==> src/rtl/can_ctrl_pkg.sv <==
package can_ctrl_pkg;

    // register addresses
    localparam int CTRL_ADDR = 0;
    localparam int STAT_ADDR = 1;
    localparam int PTR_ADDR  = 2;
    localparam int CFG_BASE  = 3;   // bit timing, port control, error counter follow
    localparam int NUM_CFG   = 3;

    // control register bit positions
    localparam int B_INIT  = 0;
    localparam int B_LECIE = 2;
    localparam int B_ALIE  = 3;
    localparam int B_DIS   = 4;
    localparam int B_CCE   = 6;
    localparam int B_CALM  = 7;

    // status register bit positions
    localparam int B_EWRN  = 4;
    localparam int B_BOFF  = 5;
    localparam int B_LLE   = 6;
    localparam int B_LOE   = 7;

    typedef enum logic [1:0] {
        NODE_INIT   = 2'd0,
        NODE_ACTIVE = 2'd1,
        NODE_DRAIN  = 2'd2
    } node_state_e;

    typedef struct packed {
        logic calm;
        logic cce;
        logic candis;
        logic alie;
        logic lecie;
    } node_ctrl_t;

endpackage

==> src/rtl/node_ctrl_fsm.sv <==
module node_ctrl_fsm
    import can_ctrl_pkg::*;
(
    input  logic       clk,
    input  logic       rst,
    input  logic       ctrl_wr,
    input  logic [7:0] ctrl_wdata,
    input  logic       bus_idle,
    input  logic       bus_off,
    output logic       node_init,
    output logic       hw_init_set,
    output node_ctrl_t ctrl
);

    node_state_e state_q, state_d;
    logic        drain_done;

    assign drain_done = bus_idle || bus_off;

    // state register
    always_ff @(posedge clk) begin
        if (rst) state_q <= NODE_INIT;
        else     state_q <= state_d;
    end

    // next-state logic
    always_comb begin
        state_d = state_q;
        unique case (state_q)
            NODE_INIT: begin
                if (ctrl_wr && !ctrl_wdata[B_INIT]) state_d = NODE_ACTIVE;
            end
            NODE_ACTIVE: begin
                if (ctrl_wr && ctrl_wdata[B_INIT]) state_d = NODE_INIT;
                else if (ctrl.candis)              state_d = NODE_DRAIN;
            end
            NODE_DRAIN: begin
                if (drain_done)                         state_d = NODE_INIT;
                else if (ctrl_wr && ctrl_wdata[B_INIT]) state_d = NODE_INIT;
                else if (!ctrl.candis)                  state_d = NODE_ACTIVE;
            end
            default: state_d = NODE_INIT;
        endcase
    end

    // outputs
    always_comb begin
        node_init   = 1'b0;
        hw_init_set = 1'b0;
        unique case (state_q)
            NODE_INIT:   node_init = 1'b1;
            NODE_ACTIVE: node_init = 1'b0;
            NODE_DRAIN:  hw_init_set = drain_done;
            default:     node_init = 1'b1;
        endcase
    end

    // control bits
    always_ff @(posedge clk) begin
        if (rst) begin
            ctrl <= '0;
        end else if (ctrl_wr) begin
            ctrl.lecie  <= ctrl_wdata[B_LECIE];
            ctrl.alie   <= ctrl_wdata[B_ALIE];
            ctrl.candis <= ctrl_wdata[B_DIS];
            ctrl.cce    <= ctrl_wdata[B_CCE];
            if (node_init) ctrl.calm <= ctrl_wdata[B_CALM];
        end
    end

    assert_calm_locked_R9: assert property (@(posedge clk) disable iff (rst)
        !node_init |=> $stable(ctrl.calm));

    assert_drain_exit_R6: assert property (@(posedge clk) disable iff (rst)
        (state_q == NODE_DRAIN && drain_done) |=> node_init);

    assert_drain_entry_R6: assert property (@(posedge clk) disable iff (rst)
        (state_q == NODE_ACTIVE && ctrl.candis && !ctrl_wr) |=> (state_q == NODE_DRAIN));

endmodule

==> src/rtl/node_irq_route.sv <==
module node_irq_route #(
    parameter int NUM_LINES = 4,
    parameter int PTR_W     = 2
) (
    input  logic                 clk,
    input  logic                 rst,
    input  logic                 lecie,
    input  logic                 alie,
    input  logic                 lec_upd,
    input  logic [2:0]           lec_val,
    input  logic                 bus_off,
    input  logic                 err_warn,
    input  logic                 lle_set,
    input  logic                 loe_set,
    input  logic                 hw_init_set,
    input  logic [PTR_W-1:0]     lec_ptr,
    input  logic [PTR_W-1:0]     alert_ptr,
    output logic [NUM_LINES-1:0] irq_line
);

    logic                 boff_q, ewrn_q;
    logic                 lec_ev, alert_ev, status_chg;
    logic [NUM_LINES-1:0] irq_d;

    always_ff @(posedge clk) begin
        if (rst) begin
            boff_q <= 1'b0;
            ewrn_q <= 1'b0;
        end else begin
            boff_q <= bus_off;
            ewrn_q <= err_warn;
        end
    end

    assign status_chg = (bus_off ^ boff_q) | (err_warn ^ ewrn_q);
    assign lec_ev     = lecie && lec_upd && (lec_val != 3'd0);
    assign alert_ev   = alie && (status_chg || lle_set || loe_set || hw_init_set);

    for (genvar g = 0; g < NUM_LINES; g++) begin : g_line
        assign irq_d[g] = (lec_ev   && (lec_ptr   == PTR_W'(g))) ||
                          (alert_ev && (alert_ptr == PTR_W'(g)));
    end

    always_ff @(posedge clk) begin
        if (rst) irq_line <= '0;
        else     irq_line <= irq_d;
    end

    assert_lec_route_R2: assert property (@(posedge clk) disable iff (rst)
        (lecie && lec_upd && lec_val != 3'd0) |=> irq_line[$past(lec_ptr)]);

    assert_lec_zero_R2: assert property (@(posedge clk) disable iff (rst)
        (!alie && !(lec_upd && lecie)) |=> (irq_line == '0));

    assert_alert_hwinit_R6: assert property (@(posedge clk) disable iff (rst)
        (alie && hw_init_set) |=> irq_line[$past(alert_ptr)]);

endmodule

==> src/rtl/node_reg_bank.sv <==
module node_reg_bank
    import can_ctrl_pkg::*;
#(
    parameter int DATA_W = 16,
    parameter int PTR_W  = 2
) (
    input  logic                           clk,
    input  logic                           rst,
    input  logic                           stat_wr,
    input  logic                           ptr_wr,
    input  logic [NUM_CFG-1:0]             cfg_wr,
    input  logic                           cce,
    input  logic [DATA_W-1:0]              wr_data,
    input  logic                           lec_upd,
    input  logic [2:0]                     lec_val,
    input  logic                           lle_in,
    input  logic                           loe_in,
    output logic [2:0]                     lec_q,
    output logic                           lle,
    output logic                           loe,
    output logic [PTR_W-1:0]               lec_ptr,
    output logic [PTR_W-1:0]               alert_ptr,
    output logic [NUM_CFG-1:0][DATA_W-1:0] cfg_q
);

    // last error code field
    always_ff @(posedge clk) begin
        if (rst)          lec_q <= 3'd0;
        else if (lec_upd) lec_q <= lec_val;
    end

    // sticky list flags: set wins over a clearing write
    always_ff @(posedge clk) begin
        if (rst) begin
            lle <= 1'b0;
            loe <= 1'b0;
        end else begin
            if (lle_in)                        lle <= 1'b1;
            else if (stat_wr && !wr_data[B_LLE]) lle <= 1'b0;
            if (loe_in)                        loe <= 1'b1;
            else if (stat_wr && !wr_data[B_LOE]) loe <= 1'b0;
        end
    end

    // interrupt pointers
    always_ff @(posedge clk) begin
        if (rst) begin
            lec_ptr   <= '0;
            alert_ptr <= '0;
        end else if (ptr_wr) begin
            lec_ptr   <= wr_data[PTR_W-1:0];
            alert_ptr <= wr_data[2*PTR_W-1:PTR_W];
        end
    end

    // write-protected configuration registers
    for (genvar g = 0; g < NUM_CFG; g++) begin : g_cfg
        always_ff @(posedge clk) begin
            if (rst)                 cfg_q[g] <= '0;
            else if (cfg_wr[g] && cce) cfg_q[g] <= wr_data;
        end
    end

    assert_cfg_hold_R8: assert property (@(posedge clk) disable iff (rst)
        !cce |=> $stable(cfg_q));

    assert_lle_sticky_R4: assert property (@(posedge clk) disable iff (rst)
        lle_in |=> lle);

    assert_loe_sticky_R5: assert property (@(posedge clk) disable iff (rst)
        (loe && !stat_wr) |=> loe);

endmodule

==> src/rtl/can_node_ctrl.sv <==
module can_node_ctrl
    import can_ctrl_pkg::*;
#(
    parameter int DATA_W    = 16,
    parameter int ADDR_W    = 3,
    parameter int NUM_LINES = 4
) (
    input  logic                 clk,
    input  logic                 rst,
    input  logic                 wr_en,
    input  logic [ADDR_W-1:0]    addr,
    input  logic [DATA_W-1:0]    wr_data,
    output logic [DATA_W-1:0]    rd_data,
    input  logic                 lec_upd,
    input  logic [2:0]           lec_val,
    input  logic                 bus_off,
    input  logic                 err_warn,
    input  logic                 bus_idle,
    input  logic                 list_len_err,
    input  logic                 list_obj_err,
    input  logic                 eng_tx,
    input  logic                 eng_ack,
    output logic                 node_init,
    output logic                 can_tx,
    output logic                 ack_drive,
    output logic [NUM_LINES-1:0] irq_line
);

    localparam int PTR_W = (NUM_LINES > 1) ? $clog2(NUM_LINES) : 1;

    node_ctrl_t                     ctrl;
    logic                           hw_init_set;
    logic                           ctrl_wr, stat_wr, ptr_wr;
    logic [NUM_CFG-1:0]             cfg_wr;
    logic [2:0]                     lec_q;
    logic                           lle, loe;
    logic [PTR_W-1:0]               lec_ptr, alert_ptr;
    logic [NUM_CFG-1:0][DATA_W-1:0] cfg_q;

    // address decode
    assign ctrl_wr = wr_en && (addr == ADDR_W'(CTRL_ADDR));
    assign stat_wr = wr_en && (addr == ADDR_W'(STAT_ADDR));
    assign ptr_wr  = wr_en && (addr == ADDR_W'(PTR_ADDR));
    for (genvar g = 0; g < NUM_CFG; g++) begin : g_dec
        assign cfg_wr[g] = wr_en && (addr == ADDR_W'(CFG_BASE + g));
    end

    node_ctrl_fsm u_fsm (
        .clk         (clk),
        .rst         (rst),
        .ctrl_wr     (ctrl_wr),
        .ctrl_wdata  (wr_data[7:0]),
        .bus_idle    (bus_idle),
        .bus_off     (bus_off),
        .node_init   (node_init),
        .hw_init_set (hw_init_set),
        .ctrl        (ctrl)
    );

    node_reg_bank #(.DATA_W(DATA_W), .PTR_W(PTR_W)) u_regs (
        .clk       (clk),
        .rst       (rst),
        .stat_wr   (stat_wr),
        .ptr_wr    (ptr_wr),
        .cfg_wr    (cfg_wr),
        .cce       (ctrl.cce),
        .wr_data   (wr_data),
        .lec_upd   (lec_upd),
        .lec_val   (lec_val),
        .lle_in    (list_len_err),
        .loe_in    (list_obj_err),
        .lec_q     (lec_q),
        .lle       (lle),
        .loe       (loe),
        .lec_ptr   (lec_ptr),
        .alert_ptr (alert_ptr),
        .cfg_q     (cfg_q)
    );

    node_irq_route #(.NUM_LINES(NUM_LINES), .PTR_W(PTR_W)) u_irq (
        .clk         (clk),
        .rst         (rst),
        .lecie       (ctrl.lecie),
        .alie        (ctrl.alie),
        .lec_upd     (lec_upd),
        .lec_val     (lec_val),
        .bus_off     (bus_off),
        .err_warn    (err_warn),
        .lle_set     (list_len_err),
        .loe_set     (list_obj_err),
        .hw_init_set (hw_init_set),
        .lec_ptr     (lec_ptr),
        .alert_ptr   (alert_ptr),
        .irq_line    (irq_line)
    );

    // analyze-mode gating
    assign can_tx    = ctrl.calm ? 1'b1 : eng_tx;
    assign ack_drive = eng_ack && !ctrl.calm;

    // read mux
    always_comb begin
        rd_data = '0;
        if (addr == ADDR_W'(CTRL_ADDR)) begin
            rd_data[B_INIT]  = node_init;
            rd_data[B_LECIE] = ctrl.lecie;
            rd_data[B_ALIE]  = ctrl.alie;
            rd_data[B_DIS]   = ctrl.candis;
            rd_data[B_CCE]   = ctrl.cce;
            rd_data[B_CALM]  = ctrl.calm;
        end else if (addr == ADDR_W'(STAT_ADDR)) begin
            rd_data[2:0]    = lec_q;
            rd_data[B_EWRN] = err_warn;
            rd_data[B_BOFF] = bus_off;
            rd_data[B_LLE]  = lle;
            rd_data[B_LOE]  = loe;
        end else if (addr == ADDR_W'(PTR_ADDR)) begin
            rd_data[2*PTR_W-1:0] = {alert_ptr, lec_ptr};
        end else begin
            for (int i = 0; i < NUM_CFG; i++) begin
                if (addr == ADDR_W'(CFG_BASE + i)) rd_data = cfg_q[i];
            end
        end
    end

    assert_irq_reset_R1: assert property (@(posedge clk)
        rst |=> (irq_line == '0 && node_init));

endmodule

==> config.mk <==
export PLATFORM = sky130hd
export DESIGN_NAME = can_node_ctrl
export DESIGN_NICKNAME = d
export VERILOG_FILES = /design/src/rtl/can_ctrl_pkg.sv /design/src/rtl/node_ctrl_fsm.sv /design/src/rtl/node_irq_route.sv /design/src/rtl/node_reg_bank.sv /design/src/rtl/can_node_ctrl.sv
export SDC_FILE = /design/constraint.sdc
export NUM_CORES = 1
export LEC_CHECK = 0
export ABC_AREA = 1
export BUFFER_PORTS_ARGS = -buffer_cell sky130_fd_sc_hd__buf_2
export CAP_MARGIN = 20
export CORE_MARGIN = 2
export CORE_UTILIZATION = 40
export CTS_CLUSTER_SIZE = 10
export DETAILED_ROUTE_END_ITERATION = 8
export SLEW_MARGIN = 10
export SYNTH_ARGS = -nofsm -noshare
export SYNTH_HDL_FRONTEND = slang
export SYNTH_SLANG_ARGS = --single-unit
==> constraint.sdc <==
create_clock -name clk -period 2.6 [get_ports clk]
set_input_delay 0.13 -clock clk [delete_from_list [all_inputs] [get_ports clk]]
set_output_delay 0.13 -clock clk [all_outputs]
set_load 0.02 [all_outputs]
# --- Word-level counts from Yosys, hierarchy flattened ---
# Cells that the tools add are included.
word_totals:
  reg_bits: 70
  inputBits: 33
  out_inout_bits: 23
  elab_cells: 113
op_classes:
  eq_ne: 16
  muxes: 29
  bitwise_logic: 4
  n_reduce_logical: 47
op_table:
  columns: ["operator", "n"]
  rows:
  - ["16-bit two-way mux", 3]
  - ["1-bit logical AND", 25]
  - ["8-bit two-way mux", 2]
  - ["2-bit two-way mux", 7]
  - ["12-bit two-way mux", 1]
  - ["1-bit two-way mux", 11]
  - ["2-bit equality test (second input constant)", 5]
  - ["1-bit logical OR", 8]
  - ["4-bit two-way mux", 2]
  - ["2-bit by 1-bit equality test with 1-bit output (second input constant)", 3]
  - ["3-bit by 2-bit equality test with 1-bit output (second input constant)", 2]
  - ["3-bit equality test (second input constant)", 2]
  - ["2-bit zero test", 3]
  - ["3-bit two-way mux", 2]
  - ["2-bit case mux with 3 select lines", 1]
  - ["1-bit zero test", 4]
  - ["4-bit inequality test (second input constant)", 1]
  - ["2-bit nonzero test", 2]
  - ["3-bit by 1-bit equality test with 1-bit output (second input constant)", 1]
  - ["3-bit zero test", 1]
  - ["3-bit by 1-bit inequality test with 1-bit output (second input constant)", 1]
  - ["3-bit AND reduction", 1]
  - ["3-bit nonzero test", 1]
  - ["2-bit by 1-bit inequality test with 1-bit output (second input constant)", 1]
  - ["5 further kinds", 6]

# --- Longest topological paths before layout ---
# Gate-level depths: netlist (run 1).
logic_depth:
  word_depth: 8
  depth_mapped: 10
  mapped_depth_nobuf: 10

# --- Modules after synthesis ---
# Synthesis (run 1) repeated with hierarchy kept, for this count alone.
hier_totals:
  hier_cells: 494
  hier_area_um2: 3452.1
by_module_without_submodules:
  columns: ["module", "n_inst", "cells_per_inst", "area_each_um2", "seq_area_each_um2"]
  rows:
  - ["node_reg_bank", 1, 259, 2070.7, 1141.1]
  - ["can_node_ctrl", 1, 129, 679.4, 0.0]
  - ["node_ctrl_fsm", 1, 54, 386.6, 140.1]
  - ["node_irq_route", 1, 52, 315.3, 120.1]

# --- Least setup slack after synthesis (run 1) ---
# OpenSTA, ideal clock, no wires.
synth_path:
  path_kind: "reg2out"
  startpoint: "register u_fsm.state_q[0]"
  endpoint: "output rd_data[0]"
  arrival_time_ns: 1.165
  required_time_ns: 2.470
  slack_ns: 1.305
  path_stages_with_launch: 6
  path_buffers: 0
  cell_sequence: "dfxtp_1 > inv_1 > ha_1 > inv_1 > nand2_1 > o2111ai_1"
synth_via:
  elab_chain_cells: 4
  elab_cells_between_ends: 5
  cone_classes: "2 x eq/ne; 2 x mux; 1 x reduce/logical"
synth_lines:
  columns: ["element", "line_no", "source"]
  rows:
  - ["start, declared", "node_ctrl_fsm.sv:15", "node_state_e state_q, state_d;"]
  - ["start signal, assigned", "node_ctrl_fsm.sv:23", "else state_q <= state_d;"]
  - ["2-bit by 1-bit equality test with 1-bit output or 2-bit equality test (tied branches)", "node_ctrl_fsm.sv:50", "unique case (state_q)"]
  - ["2-bit OR reduction (no source line) *", null, null]
  - ["1-bit two-way mux *", "node_ctrl_fsm.sv:50", null]
  - ["via node_init", "can_node_ctrl.sv:23", "output logic node_init,"]
  - ["1-bit two-way mux *", "can_node_ctrl.sv:104", "if (addr == ADDR_W'(CTRL_ADDR)) begin"]
  - ["end, declared", "can_node_ctrl.sv:13", "output logic [DATA_W-1:0] rd_data,"]
# The timed path passes the listed nets; every way through them passes the cells marked *.

# --- Final worst setup path (run 1) ---
layout_path:
  startpoint: "register u_fsm.state_q[0]"
  endpoint: "output rd_data[0]"
layout_via:
  elab_chain_cells: 4
  elab_cells_between_ends: 5
  cone_classes: "2 x eq/ne; 2 x mux; 1 x reduce/logical"
layout_lines:
  columns: ["element", "line_no"]
  rows:
  - ["2-bit by 1-bit equality test with 1-bit output or 2-bit equality test (tied branches)", "node_ctrl_fsm.sv:50"]
  - ["2-bit OR reduction (no source line) *", null]
  - ["1-bit two-way mux *", "node_ctrl_fsm.sv:50"]
  - ["1-bit two-way mux *", "can_node_ctrl.sv:104"]
# Every way passes the cells marked *; elsewhere a longest branch is shown, timed or not.

==> flow_summary_export.csv, run 1 <==
group,metric,value,unit
pwr,leakage,1.57,nW
min_path,min_path_type,"input port to flip-flop",
global_routing,antenna_found_initial,0,
route,vias,2916,
global_routing,overflow,0,
timing,rsz0062_at_grt,"false",
logic_synthesis,ys_ff_latch,70,
critical_path,ff2ff_setup_slack,1.09,ns
timing,holdWs,0.0251,ns
timing,setup_ws,0.857,ns
global_routing,grt_pass1_vias,2669,
placed_design,dp_slack,0.848,ns
critical_path,worstSetupStartpointType,"flip-flop",
floorplan,fp.coreArea,7690,µm²
critical_path,crit_type,"flip-flop to output pin",
logic_synthesis,synth.avg_cell_area,7.34,µm²
timing,fmax,574,MHz
cts,cts_resized,0,
layout,final_nets,519,
critical_path,crit_path_max_fanout,3,
critical_path,path_cells,"inv_1 -> ha_1 -> inv_1 -> nand2_1 -> o2111ai_1 -> buf_2",
route,firstDrtPassIters,5,
logic_synthesis,synthCells,430,
critical_path,cp-end-kind,"output pin",
critical_path,critical_path.slowest_cell,"dfxtp_1",
floorplan,io-pin-count,56,
cts,tritoncts,"done",
floorplan,die_w,92.8,µm
placed_design,dp_hpwl,5380,µm
route,routed_wl,7700,µm
outcome,status,"finished, final reports clean",
floorplan,die_area,8610,µm²
layout,areaGrowthSynthToFinish,15.0,%
critical_path,r2r_start,"u_fsm.ctrl[3]",
layout,drive_above_1_share,0.204,
timing,period_share,0.670,
timing,worstMarginPinSlew,0.641,ns
cts,cts.sinks,70,
floorplan,die_h,92.8,µm
critical_path,crit_arrival,1.61,ns
pwr,pwr_density_cell,602,nW/µm²
floorplan,start_util,0.410,
flow_run,cap_violations,0,
cts,ctsHoldBuffers,0,
critical_path,startpoint,"u_fsm.state_q[0]",
logic_synthesis,seq_area_frac_synth,0.444,
pwr,peakVddDrop,0.320,mV
logic_synthesis,synth.cell_area,3150,µm²
cts,root_buffer,"clkbuf_8",
logic_synthesis,ys_warn_count,0,
route,wl_per_cell,13.1,µm
floorplan,fp-row-count,32,
cts,post_cts_buffers,0,
global_routing,grt_pass1_wl,12700,µm
logic_synthesis,synth.distinct_cells,33,
global_routing,grt_use_total,0.187,
timing,period_needed,1.74,ns
placed_design,place_congestion,0.828,
cts,clk_pin_slew,0.07,ns
timing,fin_setup_tns,0,ns
timing,max_slew_margin,0.572,
cts,clock_path_buffers,2,
route,route.detailed.drc,0,
route,drtAntennaViolNets,0,
logic_synthesis,synth_fp_nets,467,
cts,ctsHtreeMaxLevel,3,
critical_path,crit_top_cell,"inv_1",
cts,clkLatencyLatePin,0.34,ns
critical_path,critPathRequiredTime,2.47,ns
layout,diodes,0,
cts,cts_buffers,9,
timing,skew,0.00851,ns
route,dr.first_iter.drc_count,160,
timing,setup_violations,0,
timing,drv_slew,0,
critical_path,max_stage_delay,0.37,ns
min_path,worstHoldStart,"err_warn",
placed_design,dp_cells,573,
placed_design,portBuffers,55,
global_routing,grt_max_degree,47,
timing,final_hold_viol_count,0,
layout,fin_cells,588,
route,via_per_inst,4.96,
==> power by group <==
part           total [W]  leakage, nW  internal, W  switching (W)
combinational   0.000347        0.928     0.000121       0.000226
clock           0.000712       0.0773     0.000339       0.000373
sequential       0.00113        0.567      0.00110      0.0000219
total            0.00218         1.57      0.00156       0.000620
==> layout by cell type (no fill, tap or decap), drive strengths merged <==
master    n
dfxtp    70
o2111ai   2
o211ai    9
clkbuf   13
or2       2
nand3b    1
ha        4
o21ai    69
o31ai     2
clkinv    2
xor2      1
inv      52
nand3    15
nor2     79
nand2    50
buf      60
nand4     3
a221oi    1
a21oi    46
nor3      3
o22ai     1
o221ai    1
==> worst max-delay path: cells and delay by family, from the launching register on <==
| kind | cells | cell delay [ns] |
|---|---|---|
| fa+ha+maj | 1 | 0.29 |
| simple gates | 1 | 0.11 |
| compound gates | 1 | 0.14 |
| buf+inv | 3 | 0.37 |
| flops | 1 | 0.37 |
==> metal layers <==
layer | up-vias | global-route usage | share of wire
li1 | 1512 | - | -
met1 | 1324 | 0.244 | 0.48
met2 | 71 | 0.300 | 0.45
met3 | 9 | 0.0553 | 0.057
met4 | 0 | 0.0515 | 0.013
met5 | - | 0 | 0
==> logic make-up (layout without fill, tap and decap cells) <==
| logic type | after synthesis | count (layout) | synth area share |
|---|---|---|---|
| AOI/OAI and AO/OA | 131 | 131 | 0.224 |
| and+or+nand+nor | 153 | 153 | 0.213 |
| adders and majority gates | 4 | 4 | 0.0159 |
| buffers and inverters | 71 | 127 | 0.100 |
| DFF | 70 | 70 | 0.444 |
| xor gates and xnor gates | 1 | 1 | 0.00278 |
==> registers in the layout, indices dropped and copies added (netlist names), 2 cells and up <==
| signal | cells |
|---|---|
| u_fsm.state_q | 2 |
| u_regs.lec_q | 3 |
| u_irq.irq_line | 4 |
| u_regs.lec_ptr | 2 |
| u_regs.alert_ptr | 2 |
| u_regs.cfg_q | 48 |
| u_fsm.ctrl | 5 |
==> metrics by stage <==
step / power, W / util / cell area [µm²]
6_report: 0.00218 / 0.472 / 3630
5_1_grt: 0.00231 / 0.472 / 3630
4_1_cts: 0.00221 / 0.472 / 3630
3_5_place_dp: 0.00150 / 0.452 / 3480
3_3_place_gp: 0.00149 / 0.452 / 3480
2_1_floorplan: 0.00139 / - / 3150
==> cells in the mapped netlist (all sizes together) <==
cell,number,area share
a21oi,46,0.073
a221oi,1,0.0048
buf,11,0.028
clkbuf,8,0.0095
dfxtp,70,0.44
ha,4,0.016
inv,52,0.063
nand2,50,0.060
nand3,15,0.025
nand3b,1,0.0024
nand4,3,0.0099
nor2,79,0.11
nor3,3,0.0063
o2111ai,2,0.0056
o211ai,9,0.021
o21ai,69,0.11
o221ai,1,0.0028
o22ai,1,0.0020
o31ai,2,0.0048
or2,2,0.0040
xor2,1,0.0028
==> final timing paths <==
check | endpoint | cells past startpoint
worst min register to register | u_regs.cfg_q[18] | 2
worst max register to register | u_regs.cfg_q[0] | 5
worst max-delay path | rd_data[0] | 6
worst min-delay path | u_irq.ewrn_q | 3
==> area by class of cell <==
cell class	instances	area [µm²]
inverter	52	198
multi-input combinational	289	1440
tap	102	128
clock buffer	13	139
timing repair buffer	60	313
clock inverter	2	10.0
sequential	70	1400
fill	825	4060
(Power assumes the default switching activity.)
==> inputs of run 2 (changes only) <==
- clock period: 2.6 -> 1.62 ns (I/O delays scaled with it)
==> run 2 against run 1 <==
  * Sequential power increased by 60%
  * Register-to-register slack lost 0.75 ns
  * Utilization is 2.9 points higher
  * Flip-flop and latch count stayed put
  * Via count grew 1.3%
  * Sequential share of layout area shrank 2.2 points
  * Global-route usage up 0.59 points
  * Worst hold slack worse by 0.017 ns
  * Critical endpoint unchanged
  * Largest power group unchanged
  * Highest routed layer unchanged
==> flow_summary_export.csv, run 2 (synthesis gave the netlist of run 1 again) <==
group,metric,value,unit
outcome,status,"finished, final reports clean",
route,vias,2955,
cts,clkLatencyLatePin,0.35,ns
placed_design,portBuffers,55,
critical_path,path_cells,"inv_2 -> ha_1 -> inv_2 -> nand2_2 -> o2111ai_1 -> buf_4",
timing,fmax,645,MHz
route,drtAntennaViolNets,0,
timing,holdWs,0.00794,ns
critical_path,crit_arrival,1.47,ns
cts,ctsHtreeMaxLevel,3,
floorplan,die_w,92.8,µm
floorplan,io-pin-count,56,
global_routing,gr-usage-met2,0.319,
timing,rsz0062_at_grt,"false",
cts,root_buffer,"clkbuf_8",
critical_path,max_stage_delay,0.35,ns
global_routing,overflow,0,
floorplan,fp.coreArea,7690,µm²
critical_path,r2r-end,"u_fsm.state_q[0]",
global_routing,grt_pass1_vias,2821,
layout,multiInputGateArea,1440,µm²
timing,skew,0.00785,ns
pwr,power,0.00383,W
route,firstDrtPassIters,4,
route,dr.first_iter.drc_count,139,
floorplan,fp-row-count,32,
critical_path,reg2regPathDepth,9,
route,wl_per_cell,13.0,µm
cts,clock_path_buffers,2,
critical_path,critical_path.slowest_cell,"dfxtp_2",
layout,final_nets,535,
floorplan,start_util,0.410,
cts,cts.sinks,70,
global_routing,grt_max_degree,62,
layout,fillers,809,
min_path,worstHoldStart,"wr_data[14]",
route,via_per_inst,4.88,
global_routing,grtUsageMet1,0.246,
placed_design,dp_hpwl,5420,µm
timing,worstMarginPinSlew,0.480,ns
cts,clk_pin_slew,0.08,ns
min_path,min_path_type,"input port to flip-flop",
timing,period_needed,1.55,ns
critical_path,cp_top_family,"flip-flops",
pwr,peakVddDrop,0.529,mV
critical_path,critPathRequiredTime,1.54,ns
layout,top_regs,"u_regs.cfg_q x48, u_fsm.ctrl x5, u_irq.irq_line x4",
global_routing,grt_use_met3,0.0496,
critical_path,worstSetupStartpointType,"flip-flop",
layout,seqCellArea,1400,µm²
pwr,pwr_density_cell,995,nW/µm²
layout,largest_register_ffs,48,
route,route.detailed.drc,0,
critical_path,crit_path_max_fanout,3,
layout,final_common_cell,"dfxtp_1",
route,routed_wl,7850,µm
layout,areaGrowthSynthToFinish,22.0,%
floorplan,die_h,92.8,µm
timing,max_slew_margin,0.678,
layout,design_area,3850,µm²
floorplan,die_area,8610,µm²
critical_path,crit_top_cell,"inv_2",
placed_design,placed_cell_area,3510,µm²
min_path,holdPathStages,3,
global_routing,grt_use_total,0.192,
cts,tritoncts,"done",
min_path,hold_end,"u_regs.cfg_q[46]",
timing,period_share,0.957,
cts,cts_buffers,9,
timing,drv_slew,0,
pwr,leakage,1.66,nW
critical_path,critPathBufInv,3,
global_routing,grt.busiest_layer,"met2",
flow_run,cap_violations,0,
layout,diodes,0,
layout,regMostFlops,"u_regs.cfg_q",
critical_path,crit_type,"flip-flop to output pin",
global_routing,antenna_found_initial,0,
global_routing,grt_pass1_wl,13300,µm
critical_path,r2r_start,"u_fsm.state_q[0]",
timing,final_hold_viol_count,0,
timing,setup_violations,0,
layout,drive_above_1_share,0.221,
critical_path,ff2ff_setup_slack,0.34,ns
critical_path,cp-end-kind,"output pin",
placed_design,place_congestion,0.854,
layout,final_cell_mix,"dfxtp_1, o21ai_0, nor2_1, buf_2, nand2_1",
timing,fin_setup_tns,0,ns
==> run 2: layer usage <==
| layer | share of wire | vias to the layer above | routed length, µm |
|---|---|---|---|
| met1 | 0.47 | 1327 | 3690 |
| met5 | 0 | - | 0 |
| met3 | 0.056 | 11 | 437 |
| met2 | 0.46 | 70 | 3600 |
| li1 | - | 1547 | - |
| met4 | 0.016 | 0 | 127 |
==> run 2: final cells by class <==
| cell class | instances | area share |
|---|---|---|
| timing repair buffer | 76 | 0.125 |
| sequential | 70 | 0.365 |
| clock inverter | 6 | 0.0182 |
| tap | 102 | 0.0332 |
| clock buffer | 10 | 0.0332 |
| inverter | 52 | 0.0514 |
| multi-input combinational | 289 | 0.374 |
==> run 2: tightest hold or removal path, cell delays in order <==
cell    delay, ns
buf_2        0.11
nor2_1       0.05
nor2_1       0.08
==> run 2: what timing repair did <==
item	4_1_cts	5_1_grt
setup buffers	0	0
hold endpoints to repair	18	0
endpoints found under the setup margin	1	1
hold buffers	13	0
resized for setup	3	3
==> run 2: power by group <==
group / total [W] / internal (W) / switching, W
clock network: 0.00141 / 0.000722 / 0.000690
registers: 0.00181 / 0.00177 / 0.0000355
logic: 0.000606 / 0.000229 / 0.000377
total: 0.00383 / 0.00273 / 0.00110
==> run 2: worst max path at each step <==
stage	from	depth (start not counted)	endpoint
global route	u_fsm.state_q[0]	6	rd_data[0]
floorplan	u_fsm.state_q[0]	7	u_fsm.ctrl[4]
detailed placement	addr[1]	7	rd_data[1]
CTS	u_fsm.state_q[0]	6	rd_data[0]
global placement	addr[1]	9	rd_data[1]
finish	u_fsm.state_q[0]	6	rd_data[0]
==> run 2: metrics by stage <==
stage,std cells,setup slack [ns],util
2_1_floorplan,430,0.346,-
4_1_cts,605,0.0189,0.500
5_1_grt,605,0.00503,0.500
3_3_place_gp,576,0.195,0.457
3_5_place_dp,576,0.158,0.457
6_report,605,0.0689,0.500
==> inputs of run 3 (changes only) <==
- CELL_PAD_IN_SITES_DETAIL_PLACEMENT: default -> 0
- CELL_PAD_IN_SITES_GLOBAL_PLACEMENT: default -> 1
- PLACE_DENSITY_LB_ADDON: default -> 0.1
- SLEW_MARGIN: 10 -> 20
==> run 3 against run 2 <==
  * Sequential share of layout area down 0.62 points
  * Largest cell class unchanged
  * Die area unchanged
  * Via count down 1.8%
  * Maximum frequency up 2.9%
==> flow_summary_export.csv, run 3 (synthesis gave the netlist of run 1 again) <==
group,metric,value,unit
cts,cts_buffers,9,
route,wl_per_cell,13.3,µm
layout,diodes,0,
timing,period_share,0.930,
pwr,leakage,1.72,nW
floorplan,start_util,0.410,
layout,design_area,3910,µm²
route,route.detailed.drc,0,
placed_design,placed_cell_area,3570,µm²
placed_design,dp_hpwl,5650,µm
timing,final_hold_viol_count,0,
timing,drv_slew,0,
global_routing,grt_use_total,0.204,
route,wl_met2,3660,µm
critical_path,worstSetupStartpointType,"flip-flop",
layout,final_nets,541,
floorplan,fp-row-count,32,
min_path,worstHoldStart,"wr_data[15]",
critical_path,cp-end-kind,"output pin",
critical_path,r2r-end,"u_fsm.ctrl[4]",
layout,utilization,0.509,
route,dr.first_iter.drc_count,139,
layout,final_cell_mix,"dfxtp_1, o21ai_0, nor2_1, buf_2, nand2_1",
route,via_per_inst,4.75,
cts,ctsHtreeMaxLevel,3,
placed_design,portBuffers,55,
global_routing,grt_max_degree,62,
timing,fmax,664,MHz
critical_path,path_cells,"inv_2 -> ha_1 -> inv_2 -> nand2_4 -> o2111ai_2 -> buf_4",
route,routed_wl,8140,µm
cts,cts.sinks,70,
min_path,hold_end,"u_regs.cfg_q[15]",
min_path,holdPathStages,3,
placed_design,place_congestion,0.775,
global_routing,antenna_found_initial,0,
timing,holdWs,0.00894,ns
critical_path,startpoint,"u_fsm.state_q[0]",
layout,areaGrowthSynthToFinish,24.1,%
route,firstDrtPassIters,4,
timing,skew,0.00781,ns
cts,clock_path_buffers,2,
global_routing,overflow,0,
outcome,status,"finished, final reports clean",
layout,top_regs,"u_regs.cfg_q x48, u_fsm.ctrl x5, u_irq.irq_line x4",
timing,setup_violations,0,
critical_path,reg2regPathDepth,8,
critical_path,crit_path_max_fanout,3,
critical_path,critical_path.slowest_cell,"dfxtp_2",
flow_run,cap_violations,0,
timing,max_slew_margin,0.745,
cts,root_buffer,"clkbuf_8",
timing,period_needed,1.51,ns
pwr,peakVddDrop,0.348,mV
timing,fin_setup_tns,0,ns
cts,clkLatencyLatePin,0.34,ns
cts,tritoncts,"done",
critical_path,max_stage_delay,0.35,ns
min_path,min_path_type,"input port to flip-flop",
route,highest_layer,"met4",
timing,rsz0062_at_grt,"false",
critical_path,ff2ff_setup_slack,0.30,ns
route,route.met3.wl,349,µm
layout,final_common_cell,"dfxtp_1",
critical_path,r2r_start,"u_fsm.state_q[0]",
global_routing,grt_pass1_vias,2901,
layout,fillers,809,
cts,clk_pin_slew,0.08,ns
floorplan,die_w,92.8,µm
critical_path,crit_type,"flip-flop to output pin",
layout,regMostFlops,"u_regs.cfg_q",
layout,largest_register_ffs,48,
floorplan,io-pin-count,56,
route,vias,2902,
critical_path,crit_top_cell,"inv_2",
floorplan,fp.coreArea,7690,µm²
layout,drive_above_1_share,0.238,
critical_path,crit_arrival,1.43,ns
global_routing,grt_pass1_wl,13900,µm
pwr,pwr_density_cell,998,nW/µm²
route,drtAntennaViolNets,0,
floorplan,die_h,92.8,µm
floorplan,die_area,8610,µm²
route,wl_met1,4050,µm
timing,worstMarginPinSlew,0.380,ns
critical_path,critPathRequiredTime,1.54,ns
[run 3: changes by cell type in the layout (fill, tap and decap cells not counted), moves of 2 or more]
| cell | previous run | this run |
|---|---|---|
| clkinvlp_4 | 3 | 0 |
| inv_6 | 2 | 0 |
| clkinv_2 | 0 | 3 |
| clkbuf_8 | 9 | 11 |
| buf_4 | 8 | 15 |
| dlygate4sd3_1 | 13 | 11 |
[run 3: cell type report]
| class | count | area (µm²) | area share |
|---|---|---|---|
| Multi-Input combinational cell | 289 | 1450 | 0.371 |
| Sequential cell | 70 | 1400 | 0.359 |
| Timing Repair Buffer | 82 | 533 | 0.136 |
| Inverter | 52 | 198 | 0.0505 |
| Clock buffer | 12 | 155 | 0.0396 |
| Tap cell | 102 | 128 | 0.0326 |
| Clock inverter | 4 | 45.0 | 0.0115 |
[run 3: how the worst max path moves through the flow]
stage | slack (ns) | cells past startpoint | to
after floorplan | 0.35 | 7 | u_fsm.ctrl[4]
after global placement | 0.26 | 8 | rd_data[12]
after detailed placement | 0.28 | 9 | rd_data[1]
after CTS | 0.02 | 6 | rd_data[0]
after global routing | 0.007 | 6 | rd_data[0]
final | 0.11 | 6 | rd_data[0]
[run 3: per-layer routing]
metal,vias to the layer above,global-route usage
met1,1284,0.279
met3,8,0.0456
met4,0,0.0539
li1,1554,-
met5,-,0
met2,56,0.325
[run 3: repair_timing]
item                                   CTS  global route
endpoints found under the hold margin   11             0
pin swaps                                0             2
buffers inserted                         0             2
setup endpoints to repair                1             1
gates resized for setup                  5             4
hold buffers                            11             0
[run 3: stage by stage]
stage               instances  worst slack, ns  power, W
finish                    611            0.113   0.00391
global route              611          0.00684   0.00414
CTS                       609           0.0161   0.00390
detailed placement        582            0.281   0.00243
global placement          582            0.263   0.00242
floorplan                 430            0.346   0.00223
[run 3: where the power goes]
part | internal, W | switching [W] | total (W)
combinational | 0.000257 | 0.000392 | 0.000649
sequential | 0.00178 | 0.0000373 | 0.00181
clock | 0.000789 | 0.000656 | 0.00145
total | 0.00282 | 0.00109 | 0.00391
[run 3: critical path: cells and delay by family, from the launching register on]
kind | cells | cell delay [ns]
compound gates | 1 | 0.11
buf+inv | 3 | 0.28
simple gates | 1 | 0.06
fa+ha+maj | 1 | 0.28
flops | 1 | 0.35
